<file path="src/rtl/rsc_pkg.sv">
// Shared encodings for the reset source sequencing controller.
// Assumes a two-bit oscillator state from the clock controller.
package rsc_pkg;
    typedef enum logic [1:0] {
        OSC_RUN  = 2'b00,
        OSC_STOP = 2'b01,
        OSC_WARM = 2'b10,
        OSC_RSVD = 2'b11
    } osc_state_e;

    localparam int CAUSE_W = 4;
    localparam int CI_POR  = 0;
    localparam int CI_EXT  = 1;
    localparam int CI_SW   = 2;
    localparam int CI_WDT  = 3;
endpackage

</file>
<file path="src/rtl/rsc_sync.sv">
// Brings an asynchronous active-low pin into the clock domain.
// Output level is active high; rise flags the first synchronized cycle.
// Assumes STAGES >= 2.
module rsc_sync #(
    parameter int STAGES = 2
) (
    input  logic clk,
    input  logic rst_n,
    input  logic pin_n,
    output logic level,
    output logic rise
);
    logic [STAGES-1:0] chain;
    logic              last_q;

    // Shift the inverted pin through the flop chain.
    always_ff @(posedge clk) begin
        if (!rst_n) chain <= '0;
        else        chain <= {chain[STAGES-2:0], ~pin_n};
    end

    // Remember the previous synchronized level for edge detection.
    always_ff @(posedge clk) begin
        if (!rst_n) last_q <= 1'b0;
        else        last_q <= chain[STAGES-1];
    end

    assign level = chain[STAGES-1];
    assign rise  = chain[STAGES-1] & ~last_q;
endmodule

</file>
<file path="src/rtl/rsc_timer.sv">
// Reloadable down counter. busy is high for exactly TICKS cycles
// after the last load. A load always restarts at full length.
module rsc_timer #(
    parameter int unsigned TICKS = 16
) (
    input  logic clk,
    input  logic rst_n,
    input  logic load,
    output logic busy
);
    localparam int W = $clog2(TICKS + 1);

    logic [W-1:0] cnt;

    // Reload on request, otherwise count down to zero.
    always_ff @(posedge clk) begin
        if (!rst_n)         cnt <= '0;
        else if (load)      cnt <= W'(TICKS);
        else if (cnt != '0) cnt <= cnt - 1'b1;
    end

    assign busy = (cnt != '0);
endmodule

</file>
<file path="src/rtl/rsc_cause.sv">
// Holds the source set of the latest reset event. Only the
// controller reset clears it; core resets leave it alone.
module rsc_cause
    import rsc_pkg::*;
(
    input  logic               clk,
    input  logic               rst_n,
    input  logic [CAUSE_W-1:0] ev,
    output logic [CAUSE_W-1:0] cause
);
    // Overwrite with this edge's events when there are any.
    always_ff @(posedge clk) begin
        if (!rst_n)        cause <= '0;
        else if (ev != '0) cause <= ev;
    end
endmodule

</file>
<file path="src/rtl/rst_seq_ctrl.sv">
// Reset source sequencing controller.
// Picks the reset length from the source and the oscillator state,
// runs a stabilization timer and an instruction-cycle pulse timer,
// and holds the core in reset while any timer or held request is active.
// Assumes sw_req/wdt_req are one-cycle pulses and the options are static.
module rst_seq_ctrl
    import rsc_pkg::*;
#(
    parameter int unsigned STAB_TICKS  = 16384,
    parameter int unsigned INSTR_TICKS = 4,
    parameter int unsigned PULSE_INSTR = 4,
    parameter int          SYNC_STAGES = 2
) (
    input  logic               clk,
    input  logic               rst_n,
    input  logic               por_req,
    input  logic               ext_rst_n,
    input  logic               sw_req,
    input  logic               wdt_req,
    input  logic [1:0]         osc_state,
    input  logic               opt_por,
    input  logic               opt_rst_out,
    output logic               core_rst_n,
    output logic               pin_drive_low,
    output logic [CAUSE_W-1:0] cause
);
    localparam int unsigned PULSE_TICKS = INSTR_TICKS * PULSE_INSTR;

    logic               ext_level;
    logic               ext_rise;
    logic               por_q;
    logic               osc_live;
    logic               stab_load;
    logic               pulse_load;
    logic               stab_busy;
    logic               pulse_busy;
    logic [CAUSE_W-1:0] ev;

    rsc_sync #(.STAGES(SYNC_STAGES)) u_sync (
        .clk   (clk),
        .rst_n (rst_n),
        .pin_n (ext_rst_n),
        .level (ext_level),
        .rise  (ext_rise)
    );

    // Register the power-on request for hold and edge detection.
    always_ff @(posedge clk) begin
        if (!rst_n) por_q <= 1'b0;
        else        por_q <= por_req;
    end

    // Decide which timer each request starts.
    always_comb begin
        osc_live   = (osc_state == OSC_RUN);
        stab_load  = (opt_por & por_req)
                   | (opt_por & ext_rise & ~osc_live)
                   | ((sw_req | wdt_req) & ~osc_live);
        pulse_load = (sw_req | wdt_req) & osc_live;
    end

    rsc_timer #(.TICKS(STAB_TICKS)) u_stab (
        .clk   (clk),
        .rst_n (rst_n),
        .load  (stab_load),
        .busy  (stab_busy)
    );

    rsc_timer #(.TICKS(PULSE_TICKS)) u_pulse (
        .clk   (clk),
        .rst_n (rst_n),
        .load  (pulse_load),
        .busy  (pulse_busy)
    );

    // Collect the events of this edge for the cause register.
    always_comb begin
        ev         = '0;
        ev[CI_POR] = por_req & ~por_q;
        ev[CI_EXT] = ext_rise;
        ev[CI_SW]  = sw_req;
        ev[CI_WDT] = wdt_req;
    end

    rsc_cause u_cause (
        .clk   (clk),
        .rst_n (rst_n),
        .ev    (ev),
        .cause (cause)
    );

    // Core stays in reset while any timer or held request is active.
    assign core_rst_n    = ~(stab_busy | pulse_busy | ext_level | por_q);
    assign pin_drive_low = opt_rst_out & (stab_busy | pulse_busy);
endmodule

</file>
<file path="config.mk">
export PLATFORM = sky130hd
export DESIGN_NAME = rst_seq_ctrl
export DESIGN_NICKNAME = d
export VERILOG_FILES = /design/src/rtl/rsc_pkg.sv /design/src/rtl/rsc_sync.sv /design/src/rtl/rsc_timer.sv /design/src/rtl/rsc_cause.sv /design/src/rtl/rst_seq_ctrl.sv
export SDC_FILE = /design/constraint.sdc
export NUM_CORES = 1
export LEC_CHECK = 0
export ABC_AREA = 1
export ABC_CLOCK_PERIOD_IN_PS = 1900
export BUFFER_PORTS_ARGS = -buffer_cell sky130_fd_sc_hd__clkbuf_2
export CORE_MARGIN = 2
export CORE_UTILIZATION = 40
export CTS_BUF_LIST = sky130_fd_sc_hd__clkbuf_2
export DETAILED_ROUTE_END_ITERATION = 8
export PLACE_DENSITY = 0.58
export SYNTH_ARGS = -nofsm -noshare
export SYNTH_HDL_FRONTEND = slang
export SYNTH_HIERARCHICAL = 1
export SYNTH_SLANG_ARGS = --single-unit
</file>
<file path="constraint.sdc">
create_clock -name clk -period 1.9 [get_ports clk]
set_input_delay 0.19 -clock clk [delete_from_list [all_inputs] [get_ports clk]]
set_output_delay 0.19 -clock clk [all_outputs]
set_load 0.02 [all_outputs]
</file>
==> out/qor.csv <==
stage;metric;value;unit
status;status;complete, no violations;
final_layout;multi_input_area;844.6;µm²
floorplanning;ios;16;
final_layout;final_area;1878;µm²
synth;synthCells;220;
routing;via_count;1367;
timing;setup_viol;0;
power;vdd_drop_max;457.3;µV
critical_path;slowest_delay;370;ps
timing;hold_violations;0;
routing;viasPerCell;4.497;
power;p_int;1.477;mW
final_layout;diodes;0;
timing;worst_pin_slew;427.3;ps
routing;routedWlPerCell;9.990;µm
grt;grt_usage;0.1584;
synth;synth-adder-area-share;0.01675;
power;power;2.561;mW
timing;min_period_over_period;0.9591;
floorplanning;core;3633;µm²
critical_path;critPathSlowestCell;dfxtp_1;
clock_tree;root_buffer;clkbuf_2;
place;place_congestion;0.8103;
synth;yosysWarnings;6;
timing;maxSlewViolCount;0;
synth;synth-main-ff-cell;dfxtp_1;
critical_path;path_cells;inv_1, ha_4, nand3_2, nor2_2, nand2_1, nor2_1, buf_4;
clock_tree;htreeDepth;1;
synth;synthMuxAreaShare;0;
grt;grt_pass1_wl;5354;µm
synth;yosysSeqAreaShare;0.3752;
final_layout;regArea;570.5;µm²
power;p_sw;1.084;mW
synth;synth_top_family_by_area;simple AND/OR/NAND/NOR gates;
clock_tree;clockBufferDepth;2;
synth;yosys_register_bits;28;
power;clockPowerShare;0.139;
floorplanning;initial_utilization;0.4112;
floorplanning;dieArea;4240;µm²
clock_tree;cts_sinks;28;
critical_path;crit_required;1710;ps
grt;overflow;0;
timing;rsz0062_at_grt;yes;
routing;drc;0;
final_layout;fillerInstances;381;
synth;synth_edf_count;0;
routing;drtIter0Drc;50;
floorplanning;chipHeight;65.12;µm
routing;wirelength;3037;µm
routing;ant_nets;0;
clock_tree;cts_tree;yes;
floorplanning;row_count;22;
synth;netlist_area;1494;µm²
power;pwr-share-comb;0.552;
synth;synth_compound_area_frac;0.05444;
power;power_frac_seq;0.308;
timing;relSlewSlack;0.7148;
hold_path;hp-class;input port to register;
place;placed_cell_area;1625;µm²
critical_path;end_kind;output pin;
critical_path;crit_path_start_kind;register;
critical_path;critPathKind;register to output pin;
synth;synth-xor-area-share;0.02931;
timing;skew;3.280;ps
critical_path;worst_ep_arrival_time;1630;ps
place;hpwl;2086;µm
clock_tree;clk_latency;350;ps
synth;syn-num-nets;232;
synth;async_flop_share;0;
run;cap_violations;0;
final_layout;area_delta_synth_final;25.71;%
place;portBuffers;15;
synth;avgSynthCellArea;6.791;µm²
timing;maxClockFrequency;548.7;MHz
power;p_sw_frac;0.4233;
clock_tree;cts_inserted_buffers;3;
synth;synth-simple-area-share;0.4313;
grt;grt_pass1_vias;1270;
clock_tree;clkTransAtPathRegs;260;ps
synth;synth_cell_types;24;
power;p_leak;0.9621;nW
floorplanning;die_w;65.12;µm
routing;dr.pass1.iters;4;
grt;antenna_found_initial;0;
final_layout;drive_above_1_share;0.3008;
timing;finalCriticalPeriod;1822;ps
final_layout;utilization;0.5169;
critical_path;cp_max_fo;5;
final_layout;nNetsFinal;269;
grt;grt_max_degree;17;
power;cellPowerDensity;1364;nW/µm²
[what timing repair did]
item	CTS	global route
setup buffers	11	5
pin swaps	7	6
endpoints found under the setup margin	2	2
hold buffers	2	0
resized for setup	22	2
endpoints found under the hold margin	2	0
[Yosys cell counts (2+ instances only)]
cell	count	area (µm²)
nand4_1	3	18.77
nand2_1	50	187.7
o21ai_1	3	15.01
nand3_1	11	55.05
a21oi_1	10	50.05
nand2_2	3	18.77
inv_1	34	127.6
xor2_1	4	35.03
nor2_2	10	62.56
dfxtp_1	28	560.5
nand2_4	2	22.52
nor2_4	6	67.56
ha_1	2	25.02
nor2_1	43	161.4
inv_2	2	7.510
[area by class of cell]
type	count	share of cell area
multi-input combinational	155	0.4497
clock inverter	1	0.01599
sequential	28	0.3038
tap	48	0.03198
timing repair buffer	33	0.1159
clock buffer	3	0.007995
inverter	36	0.07462
[cells in the final DEF, fill, tap and decap left out, drive strengths merged]
cell type    count
a21boi           1
a21oi           10
buf             17
bufinv           1
clkbuf          17
dfxtp           28
dlygate4sd3      2
ha               2
inv             36
nand2           55
nand3           12
nand3b           1
nand4            4
nor2            59
nor3             1
o21ai            4
or2              1
xnor2            1
xor2             4
[state kept, by name (all words and copies together), names as in the netlist]
name	cells
u_sync/last_q	1
u_pulse/cnt	5
u_stab/cnt	15
u_cause/cause	4
u_sync/chain	2
por_q	1
[kinds of logic after synthesis]
kind of cell,Yosys count
buf+inv,37
fa+ha+maj,2
simple gates,133
compound gates,15
flops,28
xor+xnor,5
[critical path, delay by kind of cell, from the launching register on]
kind | cells | cell delay, ps
adder cells (fa/ha/maj) | 1 | 190
buffers and inverters | 2 | 290
flip-flops | 1 | 370
AND/OR/NAND/NOR | 4 | 420
[final timing paths]
path	depth (start not counted)	slack (ps)	from	end
setup / recovery	7	80	u_pulse/cnt[0]	core_rst_n
hold / removal	3	50	sw_req	u_cause/cause[2]
setup reg to reg	9	390	u_sync/chain[1]	u_stab/cnt[9]
hold reg to reg	2	430	u_sync/chain[0]	u_sync/chain[1]
[per-stage QoR]
stage	cells	hold slack [ps]	TNS, ps	worst slack (ps)
3_5_place_dp	282	358.1	0	190.4
4_1_cts	299	13.98	-11.25	-11.25
5_1_grt	304	2.540	-210.1	-138.8
2_1_floorplan	220	256.9	0	307.4
6_report	304	47.38	0	77.66
3_3_place_gp	282	355.2	0	237.3
[per-layer routing]
layer  GRT usage  vias up  wire length (µm)
met5           0        -                 0
li1            -      740                 -
met4     0.05990        0                25
met3     0.02226        2               105
met1      0.2075      608              1460
met2      0.2655       17              1446
[power groups by stage]
stage | Combinational, mW | Sequential [mW] | Clock (mW)
2_1_floorplan | 0.981 | 0.780 | 0
3_3_place_gp | 1.18 | 0.794 | 0
3_5_place_dp | 1.17 | 0.795 | 0
4_1_cts | 1.33 | 0.789 | 0.375
5_1_grt | 1.61 | 0.806 | 0.400
6_report | 1.41 | 0.789 | 0.357
Note: power is estimated with default switching activity, not from simulation.
